--- src/rtl/frr_pkg.sv ---
package frr_pkg;
    typedef enum logic [2:0] {
        ST_IDLE,
        ST_CMD,
        ST_ADDR,
        ST_MODE,
        ST_DUMMY,
        ST_DATA,
        ST_IGNORE
    } frr_state_t;

    localparam logic [7:0] CMD_QUAD_RD = 8'h6B;
    localparam logic [7:0] CMD_DUAL_RD = 8'hBB;
    localparam logic [3:0] CONT_KEY    = 4'hA;
endpackage

--- src/rtl/frr_edge.sv ---
module frr_edge (
    input  logic clk,
    input  logic rst_n,
    input  logic cs_n,
    input  logic sclk,
    output logic rise,
    output logic fall
);
    logic sclk_q;

    always_ff @(posedge clk or negedge rst_n) begin
        if (!rst_n) sclk_q <= 1'b0;
        else        sclk_q <= sclk;
    end

    assign rise = sclk && !sclk_q && !cs_n;
    assign fall = !sclk && sclk_q && !cs_n;
endmodule

--- src/rtl/frr_serializer.sv ---
module frr_serializer #(
    parameter int ADDR_W = 24,
    parameter int DATA_W = 8
) (
    input  logic              clk,
    input  logic              rst_n,
    input  logic              abort,
    input  logic              active,
    input  logic              fall,
    input  logic              quad,
    input  logic              start,
    input  logic [ADDR_W-1:0] start_addr,
    input  logic [DATA_W-1:0] mem_data,
    output logic              mem_rd,
    output logic [ADDR_W-1:0] mem_addr,
    output logic [3:0]        lanes,
    output logic              on
);
    localparam int Q_UNITS = DATA_W / 4;
    localparam int D_UNITS = DATA_W / 2;
    localparam int PW      = $clog2(D_UNITS);

    logic [ADDR_W-1:0] nxt_q;
    logic [DATA_W-1:0] buf_q, sh_q, src;
    logic [PW-1:0]     pos_q;
    logic              pend_q;
    logic              take;

    assign take     = active && fall && (pos_q == '0);
    assign mem_rd   = start || take;
    assign mem_addr = start ? start_addr : nxt_q;
    assign src      = (pos_q == '0) ? buf_q : sh_q;

    always_ff @(posedge clk or negedge rst_n) begin
        if (!rst_n) begin
            nxt_q  <= '0;
            buf_q  <= '0;
            pend_q <= 1'b0;
        end else begin
            pend_q <= mem_rd;
            if (mem_rd) nxt_q <= mem_addr + ADDR_W'(1);
            if (pend_q) buf_q <= mem_data;
        end
    end

    always_ff @(posedge clk or negedge rst_n) begin
        if (!rst_n) begin
            sh_q  <= '0;
            pos_q <= '0;
            lanes <= '0;
            on    <= 1'b0;
        end else if (abort) begin
            pos_q <= '0;
            on    <= 1'b0;
        end else if (active && fall) begin
            on    <= 1'b1;
            lanes <= quad ? src[DATA_W-1 -: 4] : {2'b00, src[DATA_W-1 -: 2]};
            sh_q  <= quad ? (src << 4) : (src << 2);
            if (pos_q == '0) pos_q <= quad ? PW'(Q_UNITS - 1) : PW'(D_UNITS - 1);
            else             pos_q <= pos_q - PW'(1);
        end
    end

    AST_SINGLE_READ: assert property (@(posedge clk) disable iff (!rst_n)
        mem_rd |=> !mem_rd);
endmodule

--- src/rtl/flash_read_responder.sv ---
module flash_read_responder
    import frr_pkg::*;
#(
    parameter int ADDR_W     = 24,
    parameter int DATA_W     = 8,
    parameter int CMD_BITS   = 8,
    parameter int DUMMY_CLKS = 8
) (
    input  logic              clk,
    input  logic              rst_n,
    input  logic              cs_n,
    input  logic              sclk,
    input  logic [3:0]        io_in,
    output logic [3:0]        io_out,
    output logic [3:0]        io_oe,
    output logic              mem_rd,
    output logic [ADDR_W-1:0] mem_addr,
    input  logic [DATA_W-1:0] mem_data
);
    localparam int CNT_W      = $clog2(ADDR_W + 1);
    localparam int CMD_LAST   = CMD_BITS - 1;
    localparam int QADDR_LAST = ADDR_W - 1;
    localparam int DADDR_LAST = ADDR_W / 2 - 1;
    localparam int MODE_LAST  = DATA_W / 2 - 1;
    localparam int DUMMY_LAST = DUMMY_CLKS - 1;

    frr_state_t        state_q, state_d;
    logic [CNT_W-1:0]  cnt_q;
    logic [ADDR_W-1:0] shin_q, shin_1, shin_2, addr_q;
    logic              quad_q, cont_q, start_q;
    logic              sclk_rise, sclk_fall, phase_done, phase_end;
    logic              known_cmd, reset_pat;
    logic [3:0]        lanes;
    logic              lane_on;

    frr_edge u_edge (
        .clk  (clk),
        .rst_n(rst_n),
        .cs_n (cs_n),
        .sclk (sclk),
        .rise (sclk_rise),
        .fall (sclk_fall)
    );

    assign shin_1    = {shin_q[ADDR_W-2:0], io_in[0]};
    assign shin_2    = {shin_q[ADDR_W-3:0], io_in[1], io_in[0]};
    assign known_cmd = (shin_1[7:0] == CMD_QUAD_RD) || (shin_1[7:0] == CMD_DUAL_RD);
    assign reset_pat = (shin_2[DATA_W-1:0] == '1) && (addr_q == '1);

    always_comb begin
        unique case (state_q)
            ST_CMD:   phase_done = (cnt_q == CNT_W'(CMD_LAST));
            ST_ADDR:  phase_done = quad_q ? (cnt_q == CNT_W'(QADDR_LAST))
                                          : (cnt_q == CNT_W'(DADDR_LAST));
            ST_MODE:  phase_done = (cnt_q == CNT_W'(MODE_LAST));
            ST_DUMMY: phase_done = (cnt_q == CNT_W'(DUMMY_LAST));
            default:  phase_done = 1'b0;
        endcase
    end
    assign phase_end = sclk_rise && phase_done;

    always_comb begin
        state_d = state_q;
        if (cs_n) begin
            state_d = ST_IDLE;
        end else begin
            unique case (state_q)
                ST_IDLE:   state_d = cont_q ? ST_ADDR : ST_CMD;
                ST_CMD:    if (phase_end) state_d = known_cmd ? ST_ADDR : ST_IGNORE;
                ST_ADDR:   if (phase_end) state_d = quad_q ? ST_DUMMY : ST_MODE;
                ST_MODE:   if (phase_end) state_d = reset_pat ? ST_IGNORE : ST_DATA;
                ST_DUMMY:  if (phase_end) state_d = ST_DATA;
                ST_DATA:   state_d = ST_DATA;
                ST_IGNORE: state_d = ST_IGNORE;
                default:   state_d = ST_IDLE;
            endcase
        end
    end

    always_ff @(posedge clk or negedge rst_n) begin
        if (!rst_n) state_q <= ST_IDLE;
        else        state_q <= state_d;
    end

    always_ff @(posedge clk or negedge rst_n) begin
        if (!rst_n) begin
            cnt_q   <= '0;
            shin_q  <= '0;
            addr_q  <= '0;
            quad_q  <= 1'b0;
            cont_q  <= 1'b0;
            start_q <= 1'b0;
        end else begin
            start_q <= 1'b0;
            if (state_q == ST_IDLE) begin
                cnt_q <= '0;
                if (!cs_n && cont_q) quad_q <= 1'b0;
            end else if (sclk_rise) begin
                case (state_q)
                    ST_CMD: begin
                        cnt_q  <= phase_done ? '0 : cnt_q + CNT_W'(1);
                        shin_q <= shin_1;
                        if (phase_done) quad_q <= (shin_1[7:0] == CMD_QUAD_RD);
                    end
                    ST_ADDR: begin
                        cnt_q  <= phase_done ? '0 : cnt_q + CNT_W'(1);
                        shin_q <= quad_q ? shin_1 : shin_2;
                        if (phase_done) begin
                            addr_q  <= quad_q ? shin_1 : shin_2;
                            start_q <= 1'b1;
                        end
                    end
                    ST_MODE: begin
                        cnt_q  <= phase_done ? '0 : cnt_q + CNT_W'(1);
                        shin_q <= shin_2;
                        if (phase_done) cont_q <= (shin_2[DATA_W-1 -: 4] == CONT_KEY);
                    end
                    ST_DUMMY: cnt_q <= phase_done ? '0 : cnt_q + CNT_W'(1);
                    default: ;
                endcase
            end
        end
    end

    frr_serializer #(.ADDR_W(ADDR_W), .DATA_W(DATA_W)) u_ser (
        .clk       (clk),
        .rst_n     (rst_n),
        .abort     (cs_n),
        .active    (state_q == ST_DATA),
        .fall      (sclk_fall),
        .quad      (quad_q),
        .start     (start_q),
        .start_addr(addr_q),
        .mem_data  (mem_data),
        .mem_rd    (mem_rd),
        .mem_addr  (mem_addr),
        .lanes     (lanes),
        .on        (lane_on)
    );

    assign io_oe  = (lane_on && !cs_n) ? (quad_q ? 4'hF : 4'h3) : 4'h0;
    assign io_out = lanes & io_oe;

    AST_OE_ONLY_DATA: assert property (@(posedge clk) disable iff (!rst_n)
        (state_q != ST_DATA) |-> (io_oe == 4'h0));
    AST_IGNORE_NO_READ: assert property (@(posedge clk) disable iff (!rst_n)
        (state_q == ST_IGNORE) |-> !mem_rd);
    AST_CONT_FROM_MODE: assert property (@(posedge clk) disable iff (!rst_n)
        $rose(cont_q) |-> ($past(state_q) == ST_MODE));
    AST_NO_ABORTED_DRIVE: assert property (@(posedge clk) disable iff (!rst_n)
        $rose(io_oe[0]) |-> (state_q == ST_DATA));
endmodule

--- config.mk ---
export PLATFORM = sky130hd
export DESIGN_NAME = flash_read_responder
export DESIGN_NICKNAME = d
export VERILOG_FILES = /design/src/rtl/frr_pkg.sv /design/src/rtl/frr_edge.sv /design/src/rtl/frr_serializer.sv /design/src/rtl/flash_read_responder.sv
export SDC_FILE = /design/constraint.sdc
export NUM_CORES = 1
export LEC_CHECK = 0
export BUFFER_PORTS_ARGS = -buffer_cell sky130_fd_sc_hd__buf_2
export CAP_MARGIN = 20
export CORE_UTILIZATION = 35
export DETAILED_ROUTE_END_ITERATION = 16
export SLEW_MARGIN = 10
export SYNTH_ARGS = -nofsm -noshare
export SYNTH_HDL_FRONTEND = slang
export SYNTH_SLANG_ARGS = --single-unit
--- constraint.sdc ---
create_clock -name clk -period 3.4 [get_ports clk]
set_input_delay 0.68 -clock clk [delete_from_list [all_inputs] [get_ports clk]]
set_output_delay 0.68 -clock clk [all_outputs]
set_load 0.005 [all_outputs]
# Yosys cells after proc, flatten, opt, wreduce, memory -nomap -nowiden
# Index checks and enable logic that the tools add are counted.
[totals]
register_bits = 107
latchBits = 0
in_bits = 16
mem_bits_rw = 0
n_memories = 0
romBits = 0
[op_classes]
bitwise = 3
n_mux = 39
reduce_logical = 32
n_lt_le_gt_ge = 0
eq_ne = 20
n_addsub = 3
n_mul = 0
div_mod_pow = 0
n_shift = 0
[op_table]
columns = ["operator", "count"]
rows = [
  ["23-bit one-hot mux with 3 select lines", 1],
  ["24-bit two-way mux", 2],
  ["24-bit by 1-bit adder with 24-bit output (second input constant)", 1],
  ["24-bit equality test (second input constant)", 1],
  ["3-bit two-way mux", 7],
  ["3-bit one-hot mux with 7 select lines", 1],
  ["5-bit two-way mux", 4],
  ["8-bit equality test (second input constant)", 2],
  ["8-bit two-way mux", 2],
  ["4-bit AND reduction", 4],
  ["1-bit two-way mux", 12],
  ["2-bit two-way mux", 6],
  ["4-bit two-way mux", 3],
  ["3-bit != test (second input constant)", 4],
  ["1-bit logical AND", 10],
  ["2-bit nonzero test", 5],
  ["3-bit equality test (second input constant)", 3],
  ["8-bit by 7-bit equality test with 1-bit output (second input constant)", 1],
  ["3-bit by 2-bit equality test with 1-bit output (second input constant)", 2],
  ["5-bit by 1-bit adder with 5-bit output (second input constant)", 1],
  ["5-bit by 2-bit equality test with 1-bit output (second input constant)", 1],
  ["5-bit by 3-bit equality test with 1-bit output (second input constant)", 1],
  ["5-bit by 4-bit equality test with 1-bit output (second input constant)", 1],
  ["5-bit equality test (second input constant)", 1],
  ["other kinds (16)", 21],
]

# Depth between registers and ports, before layout
# Gate-level depths: netlist of the first run.
[depth]
ltp_word = 7
mapped_depth = 13
ltp_nobuf = 8

# Hierarchy
# Synthesis of the first run repeated with hierarchy kept, for this count alone.
[hier_totals]
cells_unflattened = 626
area_unflattened_um2 = 5984.5
[by_module_without_submodules]
columns = ["mod", "instances", "seq_area_each_um2", "cells_each", "area_per_inst_um2"]
rows = [
  ["flash_read_responder", 1, 1451.4, 332, 3051.7],
  ["frr_serializer", 1, 1151.1, 291, 2892.8],
  ["frr_edge", 1, 25.0, 3, 40.0],
]

# Least setup slack after synthesis of the first run
# No wires, ideal clock.
[synth_path]
kind = "reg-to-reg"
start = "register start_q"
end = "register u_ser.nxt_q[16]"
t_arrival_ps = 2483
path_stages_with_launch = 14
required_time_ps = 3277
setup_ps = 123
slack_ps = 794
cell_sequence = "dfrtp_1 > buf_2 > buf_6 > buf_6 > buf_2 > buf_2 > mux2_2 > ha_1 > inv_1 > a221oi_4 > nand4_4 > a211oi_2 > xnor2_1 > o21ai_1"
[synth_between]
elab_chain_cells = 2
elab_cells_between_ends = 3
cone_classes = "1 x add/sub; 1 x mux; 1 x reduce/logical"
[synth_lines]
columns = ["item", "line", "rtl"]
rows = [
  ["start, declared", "flash_read_responder.sv:30", "logic quad_q, cont_q, start_q;"],
  ["start signal, assigned", "flash_read_responder.sv:92", "start_q <= 1'b0;"],
  ["start signal, assigned", "flash_read_responder.sv:94", "start_q <= 1'b0;"],
  ["start signal, assigned", "flash_read_responder.sv:110", "start_q <= 1'b1;"],
  ["24-bit two-way mux", "frr_serializer.sv:31", "assign mem_addr = start ? start_addr : nxt_q;"],
  ["net mem_addr[0]", "flash_read_responder.sv:17", "output logic [ADDR_W-1:0] mem_addr,"],
  ["24-bit by 1-bit adder with 24-bit output", "frr_serializer.sv:41", "if (mem_rd) nxt_q <= mem_addr + ADDR_W'(1);"],
  ["end signal, assigned", "frr_serializer.sv:41", ""],
  ["end, declared", "frr_serializer.sv:23", "logic [ADDR_W-1:0] nxt_q;"],
]
# The timed path passes the listed nets, and every way through them passes these cells.
# A chain may end at the register's enable or synchronous reset.

# Final worst setup path of the first run
[layout_path]
start = "register state_q[1]"
end = "output port mem_rd"
[layout_between]
elab_chain_cells = 4
[layout_lines]
columns = ["item", "line", "rtl"]
rows = [
  ["start, declared", "flash_read_responder.sv:27", "frr_state_t state_q, state_d;"],
  ["start signal, assigned", "flash_read_responder.sv:82", "else state_q <= state_d;"],
  ["3-bit equality test", "flash_read_responder.sv:129", ".active (state_q == ST_DATA),"],
  ["1-bit logical AND (2 in series)", "frr_serializer.sv:29", "assign take = active && fall && (pos_q == '0);"],
  ["1-bit logical OR", "frr_serializer.sv:30", "assign mem_rd = start || take;"],
  ["end, declared", "flash_read_responder.sv:16", "output logic mem_rd,"],
]
# No other way between the ends.

==> results of run 1 <==
==> flip-flops by register name (all words and copies together) (netlist names), 2 cells and up <==
name,count
addr_q,24
u_ser.nxt_q,24
shin_q,23
u_ser.buf_q,8
u_ser.sh_q,6
cnt_q,5
u_ser.lanes,4
state_q,3
u_ser.pos_q,2
==> cell usage after synthesis (2+ instances only) <==
| master | number | area, um2 |
|---|---|---|
| o21a_1 | 2 | 15.0 |
| nor2_1 | 44 | 165 |
| clkbuf_1 | 16 | 60.1 |
| nand3b_1 | 7 | 52.6 |
| o211ai_1 | 4 | 30.0 |
| and3_1 | 3 | 18.8 |
| dfrtp_1 | 105 | 2630 |
| nor3_1 | 7 | 35.0 |
| nor2b_1 | 7 | 43.8 |
| a21oi_1 | 34 | 170 |
| o31ai_1 | 5 | 37.5 |
| buf_6 | 6 | 67.6 |
| or4_1 | 2 | 15.0 |
| nand2_1 | 72 | 270 |
| o21ai_1 | 5 | 25.0 |
| o22ai_1 | 3 | 18.8 |
| nor3b_1 | 3 | 22.5 |
| a211oi_2 | 2 | 25.0 |
| nand3_1 | 11 | 55.1 |
| a2bb2oi_1 | 2 | 17.5 |
| ha_1 | 2 | 25.0 |
| xor2_1 | 6 | 52.6 |
| mux2_2 | 30 | 338 |
| mux2i_1 | 63 | 631 |
| and2_1 | 5 | 31.3 |
| o21ai_0 | 47 | 235 |
| inv_1 | 16 | 60.1 |
| xnor2_1 | 14 | 123 |
| nand4_1 | 12 | 75.1 |
| a31oi_1 | 6 | 37.5 |
| buf_4 | 2 | 15.0 |
| a21o_1 | 3 | 22.5 |
| buf_2 | 13 | 65.1 |
| nand2b_1 | 4 | 25.0 |
==> routing by layer <==
layer | up-vias | global-route usage | part of all wire
li1 | 2172 | - | -
met1 | 2105 | 0.213 | 0.48
met2 | 56 | 0.251 | 0.47
met3 | 13 | 0.0297 | 0.035
met4 | 0 | 0.0620 | 0.016
met5 | - | 0 | 0
==> cell type report <==
| type | count | area (um2) | area share |
|---|---|---|---|
| repair buffers | 54 | 318 | 0.0481 |
| flip-flops and latches | 105 | 2630 | 0.398 |
| clock inverters | 7 | 119 | 0.0180 |
| inverters | 18 | 68.8 | 0.0104 |
| well taps | 216 | 270 | 0.0409 |
| multi-input cells | 435 | 2970 | 0.450 |
| clock buffers | 9 | 225 | 0.0341 |
==> power by group through the flow <==
stage | combinational (uW) | sequential [uW] | clock (uW)
6_report | 841 | 1680 | 1200
2_1_floorplan | 743 | 1590 | 0
3_3_place_gp | 816 | 1700 | 0
5_1_grt | 951 | 1720 | 1280
3_5_place_dp | 848 | 1700 | 0
4_1_cts | 849 | 1680 | 1230
==> metrics by stage <==
step / power (uW) / instance area [um2]
floorplan: 2330 / 5870
global placement: 2510 / 6260
detailed placement: 2550 / 6260
CTS: 3760 / 6600
global route: 3950 / 6600
finish: 3720 / 6600
==> worst max-delay path: cells and delay by family, from the launching register on <==
family / cells / cell delay, ns
buffers and inverters: 2 / 0.27
AOI/OAI and AO/OA: 1 / 0.21
and+or+nand+nor: 2 / 0.81
DFF: 1 / 0.57
==> cells by family after synthesis <==
family,after synthesis,share of synthesized area
AO/OA/AOI/OAI,131,0.143
AND/OR/NAND/NOR,188,0.161
flip-flops,105,0.447
multiplexers,94,0.167
XOR/XNOR,20,0.0298
adder cells (fa/ha/maj),2,0.00426
buffers and inverters,56,0.0477
==> final timing paths <==
path	from	to	slack, ns	depth (start not counted)
worst max-delay path	state_q[1]$_DFFE_PN0P_	mem_rd	0.51	5
worst min-delay path	rst_n	shin_q[8]$_DFFE_PN0P_	0.42	1
worst max register to register	start_q$_DFF_PN0_	u_ser.nxt_q[21]$_DFFE_PN0P_	0.91	7
worst min register to register	u_ser.lanes[2]$_DFFE_PN0P_	u_ser.lanes[2]$_DFFE_PN0P_	0.48	2
max in group asynchronous	rst_n	addr_q[21]$_DFFE_PN0P_	2.27	2
min in group clk	u_ser.lanes[2]$_DFFE_PN0P_	u_ser.lanes[2]$_DFFE_PN0P_	0.48	2
==> flow_summary.yaml, run 1 <==
timing:
  hold_slack_ns: 0.419
  fin_ws_ns: 0.508
  setup_viol_count_final: 0
  rsz0062_at_grt: "no"
  setup_tns_ns: 0
  worst_clock_skew_ns: 0.00750
  fin_crit_sh: 0.851
  hold_violations: 0
  max-slew-margin-rel: 0.457
  fmax_ghz: 0.346
  tightest_slew_ns: 0.815
  finalMaxSlewViolations: 0
  period_needed_ns: 2.89
detailed_routing:
  drc: 0
  vias_per_cell: 5.15
  dr.pass1.iters: 4
  vias: 4346
  drt_iter0_drc: 241
  drt-wirelength-per-cell_um: 15.2
  ant_nets: 0
  wl_um: 12900
grt:
  antenna_found_initial: 0
  grt_use_total: 0.159
  grt_overflow: 0
  grt_pass1_wl_um: 22400
  grt_pass1_vias: 4484
  grt_max_degree: 63
min_path:
  min_path_type: "in -> async"
setup_path:
  arrival_ns: 2.21
  cp_slowest_cell: "dfrtp_1"
  worstSetupEndpointType: "primary output"
  crit_path_start_kind: "flip-flop"
  crit_chain: "nand2b_1 -> or4_1 -> o21a_1 -> clkinv_2 -> buf_2"
  cp_max_fo: 18
  worstSetupPathType: "reg -> out"
  slowest_delay_ns: 0.57
  cp_data_required_time_ns: 2.72
power_and_ir_drop:
  p_int_uw: 2530
  p_leak_uw: 0.00290
  irDropWorstVdd_mv: 0.259
  clock_power_share: 0.322
  pwr-share-seq: 0.452
  power_density_nw_per_um2: 563
  swShare: 0.319
  p_sw_uw: 1190
  p_comb_frac: 0.226
yosys:
  synth-edff-count: 0
  ys_ff_latch: 105
  netlist_area_um2: 5870
  ys_warn_count: 0
  avgSynthCellArea_um2: 9.86
  synthArstFlopShare: 1.00
  syn-num-nets: 614
  synth_ff_type: "dfrtp_1"
  synth_cell_types: 67
  synth_cells: 596
  seq_area_frac_synth: 0.447
cells_and_area:
  fin_util: 0.410
  stdcell_count: 844
  fillers: 1578
  num_antenna_cells: 0
  final_cell_mix: "dfrtp_1 (104), nand2_1 (72), mux2i_1 (63), o21ai_0 (47), buf_2 (45)"
  drive_gt1_frac: 0.194
  syn_to_final_growth_pct: 12.4
  nNetsFinal: 641
  mostFrequentLayoutCell: "dfrtp_1"
die:
  num_rows: 46
  pin_count: 49
  dieArea_um2: 17300
  core_um2: 16100
  die_h_um: 132
  start_util: 0.365
  die_w_um: 132
clock_tree:
  holdBufCountCts: 0
  cts_tree: "yes"
  htree_levels: 3
  clkLatencyLatePin_ns: 0.35
  cts_resized: 0
  clk_pin_slew_ns: 0.07
  cts_num_sinks: 105
  postCtsSetupBuffers: 0
  clock_path_buffers: 2
  ctsRootBufferMaster: "clkbuf_16"
  numCtsBuffers: 9
run_status:
  outcome: "finished, final reports clean"
place:
  port_buffers: 46
  dp.cells: 828
  dp_slack_ns: 0.771
  place.gp.congestion: 0.802
  dp_hpwl_um: 9130
job:
  cap_violations: 0
Note: power is estimated with default switching activity, not from simulation.
==> inputs of run 2 (changes only) <==
==> constraint.sdc (replaced) <==
create_clock -name clk -period 3.2 [get_ports clk]
set_input_delay 0.64 -clock clk [delete_from_list [all_inputs] [get_ports clk]]
set_output_delay 0.64 -clock clk [all_outputs]
set_load 0.005 [all_outputs]
==> run 2 against run 1 <==
Net effect:
- register-to-register slack got worse by 0.30 ns
- sequential share of layout area increased by 0.30 points
- clock power decreased by 9%
- sequential power increased by 5%
- routed wire length increased by 1.1%
==> flow_summary.yaml, run 2 (same netlist as run 1, synthesis figures left out) <==
detailed_routing:
  vias: 4367
  drt-wirelength-per-cell_um: 15.4
  wl_um: 13000
  drt_iter0_drc: 246
  vias_per_cell: 5.16
  dr.pass1.iters: 4
  drc: 0
  ant_nets: 0
timing:
  rsz0062_at_grt: "no"
  fmax_ghz: 0.340
  max-slew-margin-rel: 0.461
  period_needed_ns: 2.94
  tightest_slew_ns: 0.806
  worst_clock_skew_ns: 0.0106
  hold_violations: 0
  setup_tns_ns: 0
  fin_crit_sh: 0.919
  finalMaxSlewViolations: 0
  setup_viol_count_final: 0
setup_path:
  cp_max_fo: 21
  arrival_ns: 2.30
  worstSetupEndpointType: "primary output"
  crit_path_start_kind: "flip-flop"
  cp_data_required_time_ns: 2.56
  worstSetupPathType: "reg -> out"
power_and_ir_drop:
  power_density_nw_per_um2: 576
  irDropWorstVdd_mv: 0.374
  p_leak_uw: 0.00289
cells_and_area:
  syn_to_final_growth_pct: 11.5
  nNetsFinal: 644
  fillers: 1615
  final_cell_mix: "dfrtp_1 (104), nand2_1 (72), mux2i_1 (63), o21ai_0 (47), buf_2 (45)"
  multi_input_area_um2: 2970
  fin_util: 0.407
  reg.largest.list: "addr_q (24), u_ser.nxt_q (24), shin_q (23)"
  drive_gt1_frac: 0.198
  mostFrequentLayoutCell: "dfrtp_1"
  regArea_um2: 2630
  num_antenna_cells: 0
clock_tree:
  postCtsSetupBuffers: 0
  holdBufCountCts: 0
  clkLatencyLatePin_ns: 0.35
  clock_path_buffers: 2
  htree_levels: 3
  numCtsBuffers: 9
  cts_resized: 0
  clk_pin_slew_ns: 0.08
  cts_num_sinks: 105
  cts_tree: "yes"
  ctsRootBufferMaster: "clkbuf_16"
grt:
  grt_max_degree: 56
  grt_use_total: 0.159
  grt_overflow: 0
  antenna_found_initial: 1
  grt_pass1_vias: 4428
  grt_pass1_wl_um: 22400
die:
  core_um2: 16100
  pin_count: 49
  num_rows: 46
  dieArea_um2: 17300
  start_util: 0.365
  die_h_um: 132
  die_w_um: 132
place:
  port_buffers: 46
  place.gp.congestion: 0.838
  dp_hpwl_um: 9160
run_status:
  outcome: "finished, final reports clean"
min_path:
  min_path_type: "in -> async"
job:
  cap_violations: 0
==> run 2: changes by cell type in the layout (fill, tap and decap cells not counted), sizes merged <==
cell and delta:
buf +3, bufinv -3, clkinvlp -2, inv +5
==> run 2: worst paths after layout <==
path | start | cells after the start | to | slack [ns]
max in group asynchronous | rst_n | 2 | addr_q[20]$_DFFE_PN0P_ | 2.16
max reg2reg | start_q$_DFF_PN0_ | 8 | u_ser.nxt_q[16]$_DFFE_PN0P_ | 0.61
min reg2reg | u_ser.lanes[2]$_DFFE_PN0P_ | 2 | u_ser.lanes[2]$_DFFE_PN0P_ | 0.48
min in group clk | sclk | 1 | u_edge.sclk_q$_DFF_PN0_ | 0.42
min | rst_n | 1 | shin_q[7]$_DFFE_PN0P_ | 0.33
max | start_q$_DFF_PN0_ | 5 | mem_addr[13] | 0.26
==> run 2: stage by stage <==
stage	instances	hold slack [ns]	total power, uW	instance area, um2	setup WS [ns]
after global placement	831	0.456	2690	6270	0.677
after detailed placement	831	0.459	2720	6270	0.600
final	847	0.329	3780	6550	0.258
after global routing	847	0.378	4020	6550	0.140
after floorplan	596	0.344	2470	5870	0.594
after CTS	847	0.352	3820	6550	0.236
==> run 2: final cells by class <==
type / count / share of cell area
Inverter: 18 / 0.0105
Timing Repair Buffer: 57 / 0.0500
Tap cell: 216 / 0.0412
Sequential cell: 105 / 0.401
Multi-Input combinational cell: 435 / 0.454
Clock inverter: 7 / 0.00917
Clock buffer: 9 / 0.0344
==> run 2: report_power, final <==
part / switching (uW) / internal (uW)
Combinational: 492 / 428
Clock: 548 / 546
Sequential: 258 / 1510
Total: 1300 / 2480
==> run 2: critical path, stage by stage, from the launching register on <==
cell	delay, ns
dfrtp_1	0.79
buf_4	0.31
buf_4	0.15
mux2i_1	0.41
inv_1	0.13
buf_2	0.15
==> run 2: metal layers <==
layer	vias up	wire length (um)	GRT usage
met1	2103	6060	0.208
met2	75	6250	0.262
met5	-	13	0
met3	13	534	0.0343
li1	2174	-	-
met4	2	160	0.0465
